<file path="src/rtl/vser_pkg.sv">
package vser_pkg;
  localparam int unsigned WORD_W_DEF   = 10;
  localparam int unsigned NARROW_W_DEF = 8;
  localparam int unsigned SCR_LEN_DEF  = 9;
  localparam int unsigned SCR_TAP_DEF  = 4;
  localparam int unsigned HDR_LEN_DEF  = 3;

  typedef enum logic {
    FMT_FULL   = 1'b0,
    FMT_NARROW = 1'b1
  } word_fmt_e;
endpackage

</file>
<file path="src/rtl/vser_loader.sv">
module vser_loader
  import vser_pkg::*;
#(
  parameter int unsigned WORD_W   = WORD_W_DEF,
  parameter int unsigned NARROW_W = NARROW_W_DEF
) (
  input  logic              clk,
  input  logic              rst,
  input  logic              word_en,
  input  logic [WORD_W-1:0] word_in,
  input  logic              narrow_mode,
  output logic [WORD_W-1:0] word_fmt,
  output logic              raw_bit
);
  localparam int unsigned PAD   = WORD_W - NARROW_W;
  localparam int unsigned CNT_W = $clog2(WORD_W + 1);

  logic [WORD_W-1:0] sh_q;
  logic [CNT_W-1:0]  cnt_q;
  word_fmt_e         fmt;

  assign fmt = narrow_mode ? FMT_NARROW : FMT_FULL;

  generate
    if (PAD > 0) begin : g_pad
      assign word_fmt = (fmt == FMT_NARROW) ?
                        {word_in[NARROW_W-1:0], {PAD{1'b0}}} : word_in;
    end else begin : g_nopad
      assign word_fmt = word_in;
    end
  endgenerate

  always_ff @(posedge clk) begin
    if (rst) begin
      sh_q  <= '0;
      cnt_q <= '0;
    end else if (word_en) begin
      sh_q  <= word_fmt;
      cnt_q <= '0;
    end else begin
      sh_q <= sh_q >> 1;
      if (cnt_q != CNT_W'(WORD_W)) cnt_q <= cnt_q + CNT_W'(1);
    end
  end

  assign raw_bit = sh_q[0];


  cnt_bound_chk: assert property (@(posedge clk) disable iff (rst)
    cnt_q <= CNT_W'(WORD_W));

  zero_fill_chk: assert property (@(posedge clk) disable iff (rst)
    (cnt_q == CNT_W'(WORD_W)) |-> (sh_q == '0));

  load_lsb_chk: assert property (@(posedge clk) disable iff (rst)
    word_en |=> (raw_bit == $past(word_fmt[0])));
endmodule

</file>
<file path="src/rtl/vser_scrambler.sv">
module vser_scrambler
  import vser_pkg::*;
#(
  parameter int unsigned SCR_LEN = SCR_LEN_DEF,
  parameter int unsigned SCR_TAP = SCR_TAP_DEF
) (
  input  logic clk,
  input  logic rst,
  input  logic bypass,
  input  logic raw_bit,
  output logic ser_out
);
  logic [SCR_LEN-1:0] st_q;
  logic               lvl_q;
  logic               out_q;
  logic               scr_bit;
  logic               lvl_nxt;

  generate
    if (SCR_TAP >= SCR_LEN || SCR_TAP == 0) begin : g_bad_tap
      initial $error("scrambler tap out of range");
    end
  endgenerate

  assign scr_bit = raw_bit ^ st_q[SCR_TAP-1] ^ st_q[SCR_LEN-1];
  assign lvl_nxt = lvl_q ^ scr_bit;

  always_ff @(posedge clk) begin
    if (rst) begin
      st_q  <= '0;
      lvl_q <= 1'b0;
      out_q <= 1'b0;
    end else begin
      st_q  <= {st_q[SCR_LEN-2:0], scr_bit};
      lvl_q <= lvl_nxt;
      out_q <= bypass ? raw_bit : lvl_nxt;
    end
  end

  assign ser_out = out_q;


  bypass_raw_chk: assert property (@(posedge clk) disable iff (rst)
    bypass |=> (ser_out == $past(raw_bit)));

  nrzi_level_chk: assert property (@(posedge clk) disable iff (rst)
    !bypass |=> (ser_out == lvl_q));

  state_shift_chk: assert property (@(posedge clk) disable iff (rst)
    1'b1 |=> (st_q[SCR_LEN-1:1] == $past(st_q[SCR_LEN-2:0])));
endmodule

</file>
<file path="src/rtl/vser_syncdet.sv">
module vser_syncdet
  import vser_pkg::*;
#(
  parameter int unsigned WORD_W  = WORD_W_DEF,
  parameter int unsigned HDR_LEN = HDR_LEN_DEF
) (
  input  logic              clk,
  input  logic              rst,
  input  logic              word_ld,
  input  logic [WORD_W-1:0] word_fmt,
  input  logic              sync_off,
  output logic              sync_flag
);
  logic [WORD_W-1:0] hist_q [HDR_LEN];
  logic [HDR_LEN-1:0] hit;
  logic               flag_q;

  always_ff @(posedge clk) begin
    if (rst) begin
      for (int i = 0; i < HDR_LEN; i++) hist_q[i] <= '0;
    end else if (word_ld) begin
      hist_q[0] <= word_fmt;
      for (int i = 1; i < HDR_LEN; i++) hist_q[i] <= hist_q[i-1];
    end
  end

  generate
    for (genvar g = 0; g < HDR_LEN; g++) begin : g_hit
      if (g == HDR_LEN - 1) begin : g_ones
        assign hit[g] = (hist_q[g] == {WORD_W{1'b1}});
      end else begin : g_zero
        assign hit[g] = (hist_q[g] == '0);
      end
    end
  endgenerate

  always_ff @(posedge clk) begin
    if (rst) flag_q <= 1'b0;
    else     flag_q <= !sync_off && (&hit);
  end

  assign sync_flag = flag_q;


  off_low_chk: assert property (@(posedge clk) disable iff (rst)
    sync_off |=> !sync_flag);

  flag_enabled_chk: assert property (@(posedge clk) disable iff (rst)
    sync_flag |-> $past(!sync_off));
endmodule

</file>
<file path="src/rtl/vid_serializer.sv">
module vid_serializer
  import vser_pkg::*;
#(
  parameter int unsigned WORD_W   = WORD_W_DEF,
  parameter int unsigned NARROW_W = NARROW_W_DEF,
  parameter int unsigned SCR_LEN  = SCR_LEN_DEF,
  parameter int unsigned SCR_TAP  = SCR_TAP_DEF,
  parameter int unsigned HDR_LEN  = HDR_LEN_DEF
) (
  input  logic              clk,
  input  logic              rst,
  input  logic              word_en,
  input  logic [WORD_W-1:0] word_in,
  input  logic              narrow_mode,
  input  logic              bypass,
  input  logic              sync_off,
  output logic              ser_out,
  output logic              sync_flag
);
  logic [WORD_W-1:0] word_fmt;
  logic              raw_bit;

  vser_loader #(.WORD_W(WORD_W), .NARROW_W(NARROW_W)) u_loader (
    .clk(clk), .rst(rst), .word_en(word_en), .word_in(word_in),
    .narrow_mode(narrow_mode), .word_fmt(word_fmt), .raw_bit(raw_bit)
  );

  vser_scrambler #(.SCR_LEN(SCR_LEN), .SCR_TAP(SCR_TAP)) u_scr (
    .clk(clk), .rst(rst), .bypass(bypass), .raw_bit(raw_bit),
    .ser_out(ser_out)
  );

  vser_syncdet #(.WORD_W(WORD_W), .HDR_LEN(HDR_LEN)) u_sync (
    .clk(clk), .rst(rst), .word_ld(word_en), .word_fmt(word_fmt),
    .sync_off(sync_off), .sync_flag(sync_flag)
  );


  reset_out_chk: assert property (@(posedge clk)
    rst |=> (!ser_out && !sync_flag));
endmodule

</file>
<file path="config.mk">
export PLATFORM = sky130hd
export DESIGN_NAME = vid_serializer
export DESIGN_NICKNAME = d
export VERILOG_FILES = /design/src/rtl/vser_pkg.sv /design/src/rtl/vser_loader.sv /design/src/rtl/vser_scrambler.sv /design/src/rtl/vser_syncdet.sv /design/src/rtl/vid_serializer.sv
export SDC_FILE = /design/constraint.sdc
export NUM_CORES = 1
export LEC_CHECK = 0
export ABC_AREA = 1
export CORE_MARGIN = 10
export CORE_UTILIZATION = 30
export CTS_BUF_LIST = sky130_fd_sc_hd__clkbuf_8 sky130_fd_sc_hd__clkbuf_16
export DETAILED_ROUTE_END_ITERATION = 10
export GPL_ROUTABILITY_DRIVEN = 0
export HOLD_SLACK_MARGIN = 0.12
export PLACE_DENSITY = 0.54
export SYNTH_ARGS = -nofsm -noshare
export SYNTH_HDL_FRONTEND = slang
export SYNTH_SLANG_ARGS = --single-unit
</file>
<file path="constraint.sdc">
create_clock -name clk -period 2.1 [get_ports clk]
set_clock_uncertainty 0.05 [all_clocks]
set_input_delay 0.42 -clock clk [delete_from_list [all_inputs] [get_ports clk]]
set_output_delay 0.42 -clock clk [all_outputs]
set_load 0.05 [all_outputs]
</file>
==> results of run 1 <==
-- worst min-delay path: stages (launching register included) --
cell	delay [ps]
dfxtp_1	300
inv_1	40
nor2_1	30
-- where the power goes --
group          switching [W]  internal (W)  total, W
Sequential         0.0000162       0.00113   0.00115
Combinational      0.0000834     0.0000627  0.000146
Clock               0.000298      0.000225  0.000522
Total               0.000397       0.00142   0.00182
-- synth_stat cells --
master    number  area, sq um
clkbuf_1       1         3.75
nor2_1        40          150
o21ai_2        2         17.5
a21oi_2        1         8.76
nand4_1        6         37.5
buf_4          1         7.51
a21oi_1        2         10.0
inv_1         36          135
mux2i_1        7         70.1
o21ai_0        5         25.0
nor4_1         2         12.5
edfxtp_1      30          901
a31o_1         2         17.5
nand2_1       13         48.8
inv_4          1         6.26
buf_2          1         5.00
inv_2          1         3.75
nand3_1       11         55.1
dfxtp_1       22          440
nor2_2         3         18.8
buf_6          3         33.8
-- cell type report --
| type | count | share of cell area, % |
|---|---|---|
| timing repair buffer | 20 | 8.77 |
| sequential | 52 | 57.3 |
| tap | 77 | 4.12 |
| clock buffer | 5 | 2.94 |
| multi-input combinational | 94 | 20.1 |
| inverter | 38 | 6.20 |
| clock inverter | 3 | 0.534 |
-- routing by layer --
| layer | global-route usage [%] | routed length (um) | vias to the layer above |
|---|---|---|---|
| li1 | - | - | 647 |
| met1 | 8.25 | 1510 | 515 |
| met2 | 9.05 | 1290 | 22 |
| met3 | 2.50 | 127 | 5 |
| met4 | 2.28 | 50 | 0 |
| met5 | 0 | 0 | - |
-- stage by stage --
stage | instance area [sq um] | power, W | util, % | setup WS [ps]
after global placement | 2260 | 0.00132 | 35.2 | 228
final | 2340 | 0.00182 | 36.5 | 226
after global routing | 2340 | 0.00190 | 36.5 | 186
after floorplan | 2010 | 0.00127 | - | 262
after detailed placement | 2260 | 0.00132 | 35.2 | 217
after CTS | 2340 | 0.00184 | 36.5 | 210
-- cell families after synthesis --
logic type / Yosys count / share of synthesized area [%]
AOI/OAI and AO/OA: 12 / 3.93
buffers and inverters: 44 / 9.72
DFF: 52 / 66.8
muxes: 7 / 3.49
and+or+nand+nor: 75 / 16.1
-- path summary, 6_finish.rpt --
| path | end | slack [ps] | cells after the start |
|---|---|---|---|
| hold reg to reg | u_scr.st_q[2]$_SDFF_PP0_ | 360 | 2 |
| hold / removal | u_scr.st_q[2]$_SDFF_PP0_ | 360 | 2 |
| setup reg to reg | u_sync.sync_flag$_SDFF_PP0_ | 1030 | 3 |
| setup / recovery | sync_flag | 230 | 1 |
-- cell usage in the layout, fill, tap and decap left out --
cell type	n
dfxtp_1	22
clkbuf_8	5
o21ai_0	5
a21oi_1	2
inv_4	1
nand3_1	11
nand4_1	6
clkdlybuf4s50_1	17
nand2_1	13
edfxtp_1	30
inv_2	1
nor2_2	3
a21oi_2	1
o21ai_2	2
nor2_1	40
buf_4	2
buf_12	1
nor4_1	2
inv_1	38
clkinv_2	1
mux2i_1	7
a31o_1	2
-- sequential cells by signal, summed over array words and instances (netlist names) --
| signal | flops |
|---|---|
| u_sync.sync_flag | 1 |
| u_scr.st_q | 9 |
| u_loader.sh_q | 10 |
| u_scr.lvl_q | 1 |
| u_scr.ser_out | 1 |
| u_sync.hist_q | 30 |
==> metrics.csv, run 1 <==
metric,value,unit
status,"finished, final reports clean",
grt.total_usage,6.26,%
cp_top_family,buffers and inverters,
rsz0062_at_grt,no,
synth_warnings,0,
ant_nets,0,
worst_pin_slew,497,ps
crit_type,reg -> out,
start_kind,flop,
synth_cell_types,21,
vdd_drop_max,0.000242,V
clock_sinks,52,
hold_path_class,reg -> reg,
root_buffer,clkbuf_8,
multi_input_area,472,sq um
antenna_found_initial,0,
crit_start,u_sync.sync_flag$_SDFF_PP0_,
setup_violations,0,
grt_pass1_wl,5180,um
cts.clk_slew.worst_paths,90,ps
critPathRequiredTime,1630,ps
portBuffers,17,
die_h,102,um
holdWs,356,ps
cts_made_buffers,5,
ios,18,
drc,0,
nets,227,
fp.coreArea,6420,sq um
p_per_area,776,nW/um^2
post-dp-hpwl,2140,um
hold_viol,0,
arrival,1400,ps
cp_max_fo,1,
synth.avg_cell_area,10.6,sq um
r2r-start,u_sync.hist_q[0][1]$_SDFFCE_PN0P_,
drive_gt1_share,8.02,%
fmax,0.534,GHz
post_drt_wl_per_cell,10.3,um
die-width,102,um
path_cells,clkdlybuf4s50_1,
placedCellCount,281,
finalWirelength,2990,um
ys_ff_latch,52,
clock_path_buffers,2,
syn_area,2010,sq um
period_share,89.3,%
grt_pass1_vias,1139,
syn_to_final_growth,16.6,%
grt_max_degree,38,
critPathMaxStageDelay,790,ps
ctsHoldBuffers,0,
drt_iter0_drc,37,
grt-ovfl-total,0,
seqCellArea,1340,sq um
n_antenna_cell,0,
cts_tree,built,
setup_tns,0,ps
drv_cap,0,
critPathSlowestCell,clkdlybuf4s50_1,
start_util,31.3,%
core.rowCount,29,
max_slew_margin,66.8,%
post-route-min-period,1870,ps
path_buf_inv,1,
num_vias,1189,
dr.pass1.iters,4,
vias_per_cell,4.11,
ys_seq_area_share,66.8,%
post_cts_resized,0,
cts_setup_buffers,0,
h-tree-depth,2,
worstHoldStart,u_scr.st_q[1]$_SDFF_PP0_,
n_fill_cell,660,
timing.final.max_slew_violations,0,
synth_nets,206,
die_area,10400,sq um
endpoint_kind,output pin,
final_cells,289,
p_leak,0.930,nW
insertion_delay,300,ps
synth_cells,190,
(Power assumes the default switching activity.)
==> inputs of run 2 (changes only) <==
--- a/config.mk
+++ b/config.mk
@@ -6,13 +6,15 @@
 export NUM_CORES = 1
 export LEC_CHECK = 0
 export ABC_AREA = 1
+export CORE_ASPECT_RATIO = 1.75
 export CORE_MARGIN = 10
-export CORE_UTILIZATION = 30
+export CORE_UTILIZATION = 40
 export CTS_BUF_LIST = sky130_fd_sc_hd__clkbuf_8 sky130_fd_sc_hd__clkbuf_16
 export DETAILED_ROUTE_END_ITERATION = 10
 export GPL_ROUTABILITY_DRIVEN = 0
 export HOLD_SLACK_MARGIN = 0.12
-export PLACE_DENSITY = 0.54
+export PLACE_DENSITY = 0.66
 export SYNTH_ARGS = -nofsm -noshare
 export SYNTH_HDL_FRONTEND = slang
 export SYNTH_SLANG_ARGS = --single-unit
+export TNS_END_PERCENT = 30
==> run 2 against run 1 <==
Worst hold slack improved by 2.7 ps. Utilization increased by 11 points. Setup slack got worse by 17 ps. Final cell count decreased by 7.3%. Critical path depth unchanged. Global-route usage increased by 2.5 points. Final area decreased by 0.80%. Largest cell class unchanged. Largest power group unchanged.
==> metrics.csv, run 2 (synthesized netlist as in run 1, its figures left out) <==
metric,value,unit,change
hold_viol,0,,unchanged
holdWs,358,ps,+2.66 ps
drive_gt1_share,9.81,%,+1.8 points
hold_path_class,reg -> reg,,
cts_made_buffers,5,,unchanged
start_util,40.7,%,+9.4 points
start_kind,flop,,
core.rowCount,34,,+17%
ctsHoldBuffers,0,,unchanged
drc,0,,unchanged
dr.pass1.iters,4,,unchanged
pwr-share-seq,61.8,%,-1.4 points
placedCellCount,260,,-7.5%
internal-power,0.00143,W,+0.95%
antenna_found_initial,0,,unchanged
post_cts_resized,0,,unchanged
p_per_area,801,nW/um^2,+3.2%
ios,18,,unchanged
critPathMaxStageDelay,800,ps,about the same
die-width,73.6,um,-28%
path_buf_inv,1,,unchanged
portBuffers,17,,unchanged
setup_violations,0,,unchanged
status,"finished, final reports clean",,
worst_pin_slew,512,ps,+15.7 ps
timing.final.max_slew_violations,0,,unchanged
grt-ovfl-total,0,,unchanged
largest_register,u_sync.hist_q,,
reg_top3,"u_sync.hist_q (30), u_loader.sh_q (10), u_scr.st_q (9)",,
drv_cap,0,,unchanged
grt_max_degree,38,,unchanged
p_clk_share,30.1,%,+1.4 points
rsz0062_at_grt,no,,
swShare,22.9,%,+1.1 points
die_h,114,um,+12%
grt_pass1_vias,1273,,+12%
fmax,0.529,GHz,-0.89%
h-tree-depth,2,,unchanged
post-dp-hpwl,2470,um,+15%
insertion_delay,310,ps,about the same
final_cells,268,,-7.3%
clock_sinks,52,,unchanged
layout_common_cells,"40 x nor2_1, 36 x inv_1, 30 x edfxtp_1",,
drt_iter0_drc,29,,-22%
cts_setup_buffers,0,,unchanged
vias_per_cell,4.72,,+15%
vdd_drop_max,0.000473,V,+95%
nets,229,,+0.88%
arrival,1420,ps,+20 ps
setup_tns,0,ps,unchanged
ant_nets,0,,unchanged
p_leak,0.932,nW,+0.22%
cp_max_fo,1,,unchanged
syn_to_final_growth,15.6,%,
clock_path_buffers,2,,unchanged
grt.total_usage,8.76,%,+2.5 points
power_frac_comb,8.0,%,about the same
crit_type,reg -> out,,
final_common_cell,nor2_1,,
critPathSlowestCell,clkdlybuf4s50_1,,
post-route-min-period,1890,ps,+16.8 ps
cts_tree,built,,
endpoint_kind,output pin,,
grt_pass1_wl,5580,um,+7.6%
n_fill_cell,483,,-27%
largest_reg_flops,30,,unchanged
finalWirelength,3250,um,+9.0%
power.switching,0.000427,W,+7.4%
max_slew_margin,65.7,%,-1.1 points
cp_top_family,buffers and inverters,,
root_buffer,clkbuf_8,,
post_drt_wl_per_cell,12.1,um,+18%
n_antenna_cell,0,,unchanged
num_vias,1266,,+6.5%
critPathRequiredTime,1630,ps,about the same
cts.clk_slew.worst_paths,100,ps,about the same
period_share,90.1,%,+0.80 points
fp.coreArea,4930,sq um,-23%
die_area,8370,sq um,-19%
path_cells,clkdlybuf4s50_1,,
## run 2: cell types whose count changed in the layout (fill, tap and decap cells not counted), sizes merged
cell | previous run | this run
buf | 3 | 5
## run 2: final timing paths
| kind | start | endpoint | slack (ps) | depth (start not counted) |
|---|---|---|---|---|
| setup / recovery | u_scr.ser_out$_SDFF_PP0_ | ser_out | 210 | 1 |
| hold / removal | u_scr.st_q[0]$_SDFF_PP0_ | u_scr.st_q[1]$_SDFF_PP0_ | 360 | 2 |
| setup reg to reg | u_loader.sh_q[0]$_SDFF_PP0_ | u_scr.ser_out$_SDFF_PP0_ | 1060 | 9 |
| hold reg to reg | u_scr.st_q[0]$_SDFF_PP0_ | u_scr.st_q[1]$_SDFF_PP0_ | 360 | 2 |
## run 2: area by class of cell
cell class | instances | area (sq um) | area share [%]
sequential | 52 | 1340 | 57.8
multi-input combinational | 94 | 472 | 20.3
timing repair buffer | 22 | 208 | 8.94
inverter | 38 | 145 | 6.25
clock buffer | 5 | 68.8 | 2.96
tap | 54 | 67.6 | 2.91
clock inverter | 3 | 20.0 | 0.862
## run 2: stage by stage
step | utilization [%] | instance area, sq um | setup slack, ps | total power (W)
floorplan | - | 2010 | 262 | 0.00127
global placement | 45.3 | 2230 | 221 | 0.00132
detailed placement | 45.3 | 2230 | 188 | 0.00133
CTS | 47.1 | 2320 | 195 | 0.00189
global route | 47.1 | 2320 | 157 | 0.00195
finish | 47.1 | 2320 | 209 | 0.00186
## run 2: power groups by stage
stage                     combinational (W)  clock, W  sequential [W]
after CTS                          0.000153  0.000584         0.00115
after global routing               0.000168  0.000627         0.00116
after floorplan                   0.0000912         0         0.00117
after global placement             0.000149         0         0.00117
final                              0.000149  0.000561         0.00115
after detailed placement           0.000153         0         0.00118
## run 2: routing by layer
layer	share of wire, %	GRT usage, %	vias up
met5	0	0	-
met4	2.5	4.87	0
met3	5.0	3.39	7
met2	56	15.1	33
met1	37	8.48	572
li1	-	-	654
==> inputs of run 3 (changes only) <==
--- a/config.mk
+++ b/config.mk
@@ -6,6 +6,7 @@
 export NUM_CORES = 1
 export LEC_CHECK = 0
 export ABC_AREA = 1
+export CAP_MARGIN = 25
 export CORE_ASPECT_RATIO = 1.75
 export CORE_MARGIN = 10
 export CORE_UTILIZATION = 40
==> results of run 3 <==
Same layout as run 2: the final DEF is identical, and so are final timing and power.
